--- src/rtl/sdcmd_pkg.sv ---
package sdcmd_pkg;

  localparam int FRAME_BYTES = 7;

  typedef enum logic [1:0] {
    SQ_IDLE = 2'd0,
    SQ_WAKE = 2'd1,
    SQ_SEND = 2'd2,
    SQ_POLL = 2'd3
  } seq_state_t;

  // CRC7, poly x^7+x^3+1, zero start, MSB first over 40 bits
  function automatic logic [6:0] crc7_calc(input logic [39:0] bits);
    logic [6:0] c;
    logic       fb;
    c = 7'd0;
    for (int i = 39; i >= 0; i--) begin
      fb = c[6] ^ bits[i];
      c  = {c[5:0], 1'b0} ^ (fb ? 7'h09 : 7'h00);
    end
    return c;
  endfunction

  // Byte k of the outgoing command frame
  function automatic logic [7:0] frame_byte(input logic [2:0] k,
                                            input logic [5:0] idx,
                                            input logic [31:0] arg,
                                            input logic [6:0] crc);
    logic [7:0] b;
    case (k)
      3'd0:    b = 8'hFF;
      3'd1:    b = {2'b01, idx};
      3'd2:    b = arg[31:24];
      3'd3:    b = arg[23:16];
      3'd4:    b = arg[15:8];
      3'd5:    b = arg[7:0];
      default: b = {crc, 1'b1};
    endcase
    return b;
  endfunction

endpackage

--- src/rtl/spi_byte_xchg.sv ---
module spi_byte_xchg #(
  parameter int HALF_W = 4
) (
  input  logic              clk,
  input  logic              rst_n,
  input  logic              go,
  input  logic [7:0]        tx_byte,
  input  logic [HALF_W-1:0] half_cnt,
  input  logic              miso,
  output logic              sclk,
  output logic              mosi,
  output logic [7:0]        rx_byte,
  output logic              byte_done
);

  logic              active;
  logic              phase_hi;
  logic [2:0]        bit_i;
  logic [HALF_W-1:0] div;
  logic [7:0]        sh_tx;
  logic [7:0]        sh_rx;

  always_ff @(posedge clk) begin
    if (!rst_n) begin
      active    <= 1'b0;
      phase_hi  <= 1'b0;
      bit_i     <= 3'd0;
      div       <= '0;
      sh_tx     <= 8'hFF;
      sh_rx     <= 8'h00;
      sclk      <= 1'b0;
      byte_done <= 1'b0;
    end else begin
      byte_done <= 1'b0;
      if (go) begin
        active   <= 1'b1;
        phase_hi <= 1'b0;
        bit_i    <= 3'd0;
        div      <= '0;
        sh_tx    <= tx_byte;
        sclk     <= 1'b0;
      end else if (active) begin
        if (div == half_cnt) begin
          div <= '0;
          if (!phase_hi) begin
            sclk     <= 1'b1;
            sh_rx    <= {sh_rx[6:0], miso};
            phase_hi <= 1'b1;
          end else begin
            sclk     <= 1'b0;
            phase_hi <= 1'b0;
            if (bit_i == 3'd7) begin
              active    <= 1'b0;
              byte_done <= 1'b1;
              sh_tx     <= 8'hFF;
            end else begin
              bit_i <= bit_i + 3'd1;
              sh_tx <= {sh_tx[6:0], 1'b1};
            end
          end
        end else begin
          div <= div + 1'b1;
        end
      end
    end
  end

  assign mosi    = sh_tx[7];
  assign rx_byte = sh_rx;

endmodule

--- src/rtl/cmd_seq.sv ---
module cmd_seq
  import sdcmd_pkg::*;
#(
  parameter int RUN_HALF   = 2,
  parameter int INIT_HALF  = 8,
  parameter int POLL_MAX   = 8,
  parameter int INIT_BYTES = 18,
  parameter int HALF_W     = 4
) (
  input  logic              clk,
  input  logic              rst_n,
  input  logic              start,
  input  logic              wake_mode,
  input  logic [5:0]        cmd_idx,
  input  logic [31:0]       cmd_arg,
  input  logic              byte_done,
  input  logic [7:0]        rx_byte,
  output logic              go,
  output logic [7:0]        tx_byte,
  output logic [HALF_W-1:0] half_cnt,
  output logic              cs_n,
  output logic              busy,
  output logic              done,
  output logic [7:0]        r1,
  output logic              timeout,
  output logic              wake_run
);

  localparam int MAX_CNT = (INIT_BYTES > POLL_MAX) ?
                           ((INIT_BYTES > FRAME_BYTES) ? INIT_BYTES : FRAME_BYTES) :
                           ((POLL_MAX > FRAME_BYTES) ? POLL_MAX : FRAME_BYTES);
  localparam int CNT_W = $clog2(MAX_CNT + 1);

  seq_state_t        state;
  logic [CNT_W-1:0]  cnt;
  logic [5:0]        idx_q;
  logic [31:0]       arg_q;
  logic [6:0]        crc_q;
  logic              hit;
  logic              last_poll;
  logic [CNT_W-1:0]  cnt_nx;

  assign cnt_nx    = cnt + 1'b1;
  assign hit       = (cnt != '0) && !rx_byte[7];
  assign last_poll = (cnt == CNT_W'(POLL_MAX - 1));
  assign wake_run  = (state == SQ_WAKE);

  always_ff @(posedge clk) begin
    if (!rst_n) begin
      state    <= SQ_IDLE;
      cnt      <= '0;
      go       <= 1'b0;
      tx_byte  <= 8'hFF;
      half_cnt <= HALF_W'(RUN_HALF - 1);
      cs_n     <= 1'b1;
      busy     <= 1'b0;
      done     <= 1'b0;
      r1       <= 8'h00;
      timeout  <= 1'b0;
      idx_q    <= 6'd0;
      arg_q    <= 32'd0;
      crc_q    <= 7'd0;
    end else begin
      go   <= 1'b0;
      done <= 1'b0;
      case (state)
        SQ_IDLE: begin
          if (start) begin
            busy    <= 1'b1;
            go      <= 1'b1;
            tx_byte <= 8'hFF;
            cnt     <= '0;
            if (wake_mode) begin
              state    <= SQ_WAKE;
              half_cnt <= HALF_W'(INIT_HALF - 1);
            end else begin
              state    <= SQ_SEND;
              half_cnt <= HALF_W'(RUN_HALF - 1);
              cs_n     <= 1'b0;
              idx_q    <= cmd_idx;
              arg_q    <= cmd_arg;
              crc_q    <= crc7_calc({2'b01, cmd_idx, cmd_arg});
            end
          end
        end
        SQ_WAKE: begin
          if (byte_done) begin
            if (cnt == CNT_W'(INIT_BYTES - 1)) begin
              state   <= SQ_IDLE;
              busy    <= 1'b0;
              done    <= 1'b1;
              r1      <= 8'h00;
              timeout <= 1'b0;
            end else begin
              cnt     <= cnt_nx;
              go      <= 1'b1;
              tx_byte <= 8'hFF;
            end
          end
        end
        SQ_SEND: begin
          if (byte_done) begin
            go <= 1'b1;
            if (cnt == CNT_W'(FRAME_BYTES - 1)) begin
              state   <= SQ_POLL;
              cnt     <= '0;
              tx_byte <= 8'hFF;
            end else begin
              cnt     <= cnt_nx;
              tx_byte <= frame_byte(3'(cnt_nx), idx_q, arg_q, crc_q);
            end
          end
        end
        SQ_POLL: begin
          if (byte_done) begin
            if (hit || last_poll) begin
              state   <= SQ_IDLE;
              busy    <= 1'b0;
              done    <= 1'b1;
              cs_n    <= 1'b1;
              r1      <= rx_byte;
              timeout <= !hit;
            end else begin
              cnt     <= cnt_nx;
              go      <= 1'b1;
              tx_byte <= 8'hFF;
            end
          end
        end
        default: state <= SQ_IDLE;
      endcase
    end
  end

endmodule

--- src/rtl/r1_classify.sv ---
module r1_classify (
  input  logic [7:0] r1,
  output logic       no_card,
  output logic       crc_err,
  output logic       gen_err,
  output logic       card_idle
);

  always_comb begin
    no_card   = (r1 == 8'hFF);
    crc_err   = !no_card && r1[3];
    gen_err   = !no_card && !r1[3] && (r1[7:1] != 7'd0);
    card_idle = !no_card && r1[0];
  end

endmodule

--- src/rtl/sd_cmd_issuer.sv ---
module sd_cmd_issuer #(
  parameter int RUN_HALF   = 2,
  parameter int INIT_HALF  = 8,
  parameter int POLL_MAX   = 8,
  parameter int INIT_BYTES = 18
) (
  input  logic        clk,
  input  logic        rst_n,
  input  logic        start,
  input  logic        wake_mode,
  input  logic [5:0]  cmd_idx,
  input  logic [31:0] cmd_arg,
  input  logic        miso,
  output logic        busy,
  output logic        done,
  output logic [7:0]  r1,
  output logic        timeout,
  output logic        no_card,
  output logic        crc_err,
  output logic        gen_err,
  output logic        card_idle,
  output logic        sclk,
  output logic        mosi,
  output logic        cs_n
);

  localparam int MAX_HALF = (INIT_HALF > RUN_HALF) ? INIT_HALF : RUN_HALF;
  localparam int HALF_W   = (MAX_HALF < 2) ? 1 : $clog2(MAX_HALF);

  logic              go;
  logic [7:0]        tx_byte;
  logic [HALF_W-1:0] half_cnt;
  logic [7:0]        rx_byte;
  logic              byte_done;
  logic              wake_run;

  cmd_seq #(
    .RUN_HALF  (RUN_HALF),
    .INIT_HALF (INIT_HALF),
    .POLL_MAX  (POLL_MAX),
    .INIT_BYTES(INIT_BYTES),
    .HALF_W    (HALF_W)
  ) u_seq (
    .clk      (clk),
    .rst_n    (rst_n),
    .start    (start),
    .wake_mode(wake_mode),
    .cmd_idx  (cmd_idx),
    .cmd_arg  (cmd_arg),
    .byte_done(byte_done),
    .rx_byte  (rx_byte),
    .go       (go),
    .tx_byte  (tx_byte),
    .half_cnt (half_cnt),
    .cs_n     (cs_n),
    .busy     (busy),
    .done     (done),
    .r1       (r1),
    .timeout  (timeout),
    .wake_run (wake_run)
  );

  spi_byte_xchg #(.HALF_W(HALF_W)) u_xchg (
    .clk      (clk),
    .rst_n    (rst_n),
    .go       (go),
    .tx_byte  (tx_byte),
    .half_cnt (half_cnt),
    .miso     (miso),
    .sclk     (sclk),
    .mosi     (mosi),
    .rx_byte  (rx_byte),
    .byte_done(byte_done)
  );

  r1_classify u_cls (
    .r1       (r1),
    .no_card  (no_card),
    .crc_err  (crc_err),
    .gen_err  (gen_err),
    .card_idle(card_idle)
  );

endmodule

--- config.mk ---
export PLATFORM = sky130hd
export DESIGN_NAME = sd_cmd_issuer
export DESIGN_NICKNAME = d
export VERILOG_FILES = /design/src/rtl/sdcmd_pkg.sv /design/src/rtl/spi_byte_xchg.sv /design/src/rtl/cmd_seq.sv /design/src/rtl/r1_classify.sv /design/src/rtl/sd_cmd_issuer.sv
export SDC_FILE = /design/constraint.sdc
export NUM_CORES = 1
export LEC_CHECK = 0
export BUFFER_PORTS_ARGS = -buffer_cell sky130_fd_sc_hd__buf_2
export CAP_MARGIN = 20
export CORE_MARGIN = 1.5
export CORE_UTILIZATION = 25
export CTS_CLUSTER_SIZE = 20
export DETAILED_ROUTE_END_ITERATION = 8
export MAX_ROUTING_LAYER = met4
export RECOVER_POWER = 25
export SLEW_MARGIN = 30
export SYNTH_ARGS = -nofsm -noshare
export SYNTH_HDL_FRONTEND = slang
export SYNTH_SLANG_ARGS = --single-unit
--- constraint.sdc ---
create_clock -name clk -period 2.71 [get_ports clk]
set_input_delay 0.4065 -clock clk [delete_from_list [all_inputs] [get_ports clk]]
set_output_delay 0.4065 -clock clk [all_outputs]
set_load 0.01 [all_outputs]
==> summary.txt <==
Run status
  – Result of the run: finished clean

Pwr
  – Power density of the placed cells: 693 nW/um^2
  – Sequential Power Share: 39.4%
  – Worst IR drop on VDD: 0.000397 V
  – Net switching power: 1.14 mW
  – Switching power share of the total: 28.5%
  – Internal Power: 2.87 mW
  – Share of power burned in the clock network: 32.0%
  – Combinational group share of total power: 28.5%
  – Pleak: 2.23 nW

Synthesis
  – Multiplexer share of the synthesized area: 2.03%
  – Main combinational cell family by area after synthesis: simple AND/OR/NAND/NOR gates
  – Post-synth EDFFs: 0
  – Post-synth cell types: 47
  – Total number of yosys warnings: 0
  – Share of synthesized cell area in and, or, nand and nor gates: 17.9%
  – Sequential fraction of the synthesis area: 40.3%
  – Post-Syn Area: 4920 sq um
  – Gate count after technology mapping: 572
  – Mapped Nets: 624
  – Total of flip-flops plus latches after synthesis: 99
  – Post-synthesis area per instance: 8.60 sq um
  – Xor and xnor fraction of the mapped netlist area: 16.8%
  – Compound-gate portion of the synthesized area: 17.6%
  – Most frequently used flop master after synthesis: sky130_fd_sc_hd__dfxtp_1
  – Share of synthesized flip-flops with an asynchronous set or reset: 0%
  – Area share of fa/ha/maj cells after synthesis: 2.29%

Final layout
  – Total of fill cells in the finished design: 2115
  – Final Instance Count excl. Fillers: 890
  – Share of layout cells above drive strength 1: 12.2%
  – Net count, final: 672
  – Layout Area Growth over Synthesis: 17.5%
  – # diodes: 0

Critical path
  – Data required time of the critical path: 2960 ps
  – Buffers plus inverters on the worst setup path: 2
  – List of cells traversed by the critical path: inv_1, ha_1, nor4b_1, nor2_1, o21a_1, buf_4, or2_1, or3_1, a21oi_1
  – Master of the slowest instance on the critical path: sky130_fd_sc_hd__dfxtp_1
  – Type of element capturing the critical path: flop
  – Dominant delay contributor by cell family on the critical path: simple AND/OR/NAND/NOR gates
  – Path type of the worst setup path: flop to flop
  – Peak per-stage delay on the critical path: 380 ps
  – Critical path startpoint category: flop
  – Largest fanout of any net on the critical path: 8
  – Crit path DAT: 2660 ps

Die
  – Initial core utilization: 25.4%
  – Floorplan die area: 20500 sq um
  – Row cnt: 51
  – IO Count: 61
  – Core box area: 19400 sq um
  – Width of the die: 143 um
  – Die Span Y: 143 um

Timing
  – Maximum achievable frequency: 416 MHz
  – Final setup violation count: 0
  – Max-slew headroom: 22.1%
  – Hold Violations, Final: 0
  – Final setup TNS: 0 ps
  – Final critical-path share of the clock period: 88.7%
  – Final slew viol count: 0
  – Hold slack: 310 ps
  – Worst setup skew after layout: 4.92 ps
  – Worst slew pin tran: 1170 ps
  – Clock period minus final worst setup slack: 2400 ps
  – Setup repair after global routing missed its margin: false

Clocking
  – Total setup buffers inserted after CTS: 0
  – Clock sinks: 99
  – Inserted Clock Buffers: 9
  – Clk buf depth: 2
  – CTS tree: yes
  – Hold-fix buffer count after cts: 0
  – Clock-pin transition on the worst setup and hold timing paths: 60 ps
  – Clock root buffer master: sky130_fd_sc_hd__clkbuf_16
  – Clk Latency, worst-skew pair: 350 ps
  – H-Tree Depth: 3
  – CTS resizes: 0

Global route
  – Sum of overflow across all layers after global routing: 0
  – Via count of the first global-routing pass: 3694
  – Global-route wire length before repair: 19500 um
  – Number of antenna violations at the first check in global routing: 0
  – Total Routing Usage GR: 12.6%
  – Largest net degree at the start of global routing: 55

Route
  – DRC violation total after the first TritonRoute iteration: 349
  – Wirelength per Cell: 13.7 um
  – Number of vias after detailed routing: 4106
  – DRC violation count after routing: 0
  – Total routed wirelength: 12200 um
  – Detail Route Antenna Nets: 0
  – Number of detailed-routing iterations run before antenna repair: 5
  – Number of vias per cell: 4.61

Placed design
  – Detailed-placement wirelength estimate: 8800 um
  – Routability Congestion: 0.883
  – Port bufs: 60
  – Cell count after placement: 874

Run
  – Max-cap violations: 0

Min path
  – Hold Crit Class: primary input to flop
-- layout make-up --
class                   count  area [sq um]  area share (%)
multi-input cells         431          2790            48.2
flip-flops and latches     99          1980            34.3
repair buffers             72           359            6.21
well taps                 265           332            5.74
clock buffers              11           243            4.20
clock inverters             5          52.6           0.909
inverters                   7          26.3           0.455
-- final timing paths --
path | slack (ps) | depth (start not counted) | endpoint | from
setup / recovery | 310 | 9 | u_seq.cnt[4] | u_seq.cnt[0]
hold / removal | 310 | 3 | u_xchg.rx_byte[0] | miso
setup reg to reg | 310 | 9 | u_seq.cnt[4] | u_seq.cnt[0]
hold reg to reg | 450 | 2 | u_seq.arg_q[31] | u_seq.arg_q[31]
-- power by group through the flow --
stage / logic, mW / clock network (mW) / registers [mW]
final: 1.14 / 1.28 / 1.58
after detailed placement: 1.15 / 0 / 1.61
after global routing: 1.24 / 1.38 / 1.59
after global placement: 1.13 / 0 / 1.61
after CTS: 1.15 / 1.32 / 1.58
after floorplan: 0.938 / 0 / 1.59
-- sequential cells by signal (all words and copies together), names as in the netlist, 5 cells and up --
signal          cells
u_seq.tx_byte       8
u_seq.arg_q        32
u_seq.r1            8
u_xchg.sh_tx        8
u_seq.crc_q         7
u_seq.cnt           5
u_seq.idx_q         6
u_xchg.rx_byte      8
-- per-layer routing --
layer	global-route usage (%)	vias to the layer above	wire length, um	part of all wire, %
met5	-	-	0	0
met4	4.19	0	190	1.6
met3	3.22	15	802	6.6
met2	17.4	127	5000	41
met1	17.5	1890	6190	51
li1	-	2074	-	-
-- worst reg2reg max path, stage by stage (launching register included) --
cell and delay, ps:
sky130_fd_sc_hd__dfxtp_1 380, sky130_fd_sc_hd__inv_1 130, sky130_fd_sc_hd__ha_1 150, sky130_fd_sc_hd__nor4b_1 360, sky130_fd_sc_hd__nor2_1 160, sky130_fd_sc_hd__o21a_1 230, sky130_fd_sc_hd__buf_4 160, sky130_fd_sc_hd__or2_1 250
sky130_fd_sc_hd__or3_1 360, sky130_fd_sc_hd__a21oi_1 150
-- Yosys cell counts, types with 3 or more instances --
cell type / instances / share of area, %
sky130_fd_sc_hd__nand2_1: 112 / 8.5
sky130_fd_sc_hd__dfxtp_1: 99 / 40
sky130_fd_sc_hd__a21oi_1: 65 / 6.6
sky130_fd_sc_hd__nor2_1: 40 / 3.1
sky130_fd_sc_hd__xnor2_1: 40 / 7.1
sky130_fd_sc_hd__clkbuf_1: 33 / 2.5
sky130_fd_sc_hd__o21ai_0: 24 / 2.4
sky130_fd_sc_hd__nor2b_1: 13 / 1.7
sky130_fd_sc_hd__nor3_1: 11 / 1.1
sky130_fd_sc_hd__xnor3_1: 11 / 5.0
sky130_fd_sc_hd__xor2_1: 11 / 2.0
sky130_fd_sc_hd__mux2i_1: 10 / 2.0
sky130_fd_sc_hd__a22o_1: 9 / 1.6
sky130_fd_sc_hd__ha_1: 9 / 2.3
sky130_fd_sc_hd__a2111oi_0: 8 / 1.4
sky130_fd_sc_hd__a221oi_1: 8 / 1.4
sky130_fd_sc_hd__inv_1: 7 / 0.53
sky130_fd_sc_hd__o211ai_1: 7 / 1.1
sky130_fd_sc_hd__nand3_1: 6 / 0.61
sky130_fd_sc_hd__o21ai_1: 5 / 0.51
sky130_fd_sc_hd__xnor2_2: 5 / 1.7
sky130_fd_sc_hd__or3_1: 4 / 0.51
sky130_fd_sc_hd__a222oi_1: 3 / 0.61
sky130_fd_sc_hd__nand2b_1: 3 / 0.38
sky130_fd_sc_hd__nand4_1: 3 / 0.38
-- metrics by stage --
step | area [sq um] | power, mW | util [%] | setup slack (ps)
final | 5780 | 4.01 | 29.8 | 307
after global routing | 5780 | 4.21 | 29.8 | 86.6
after CTS | 5810 | 4.05 | 30.0 | 300
after detailed placement | 5520 | 2.76 | 28.4 | 48.6
after global placement | 5520 | 2.74 | 28.4 | 52.7
after floorplan | 4920 | 2.53 | - | 248
-- cells by family after synthesis --
kind of cell / count (synthesis)
simple gates: 202
compound gates: 141
flops: 99
xor+xnor: 69
buf+inv: 42
mux: 10
fa+ha+maj: 9
-- placed cells by master, fill, tap and decap left out, drive strengths merged, types with 12 or more instances in the layout --
cell type,instances
dfxtp,99
a21oi,65
nor2b,13
xnor2,45
o21ai,29
clkbuf,33
nand2,112
buf,50
nor2,40
xnor3,12
No activity file was read; power rests on OpenSTA's default activity.
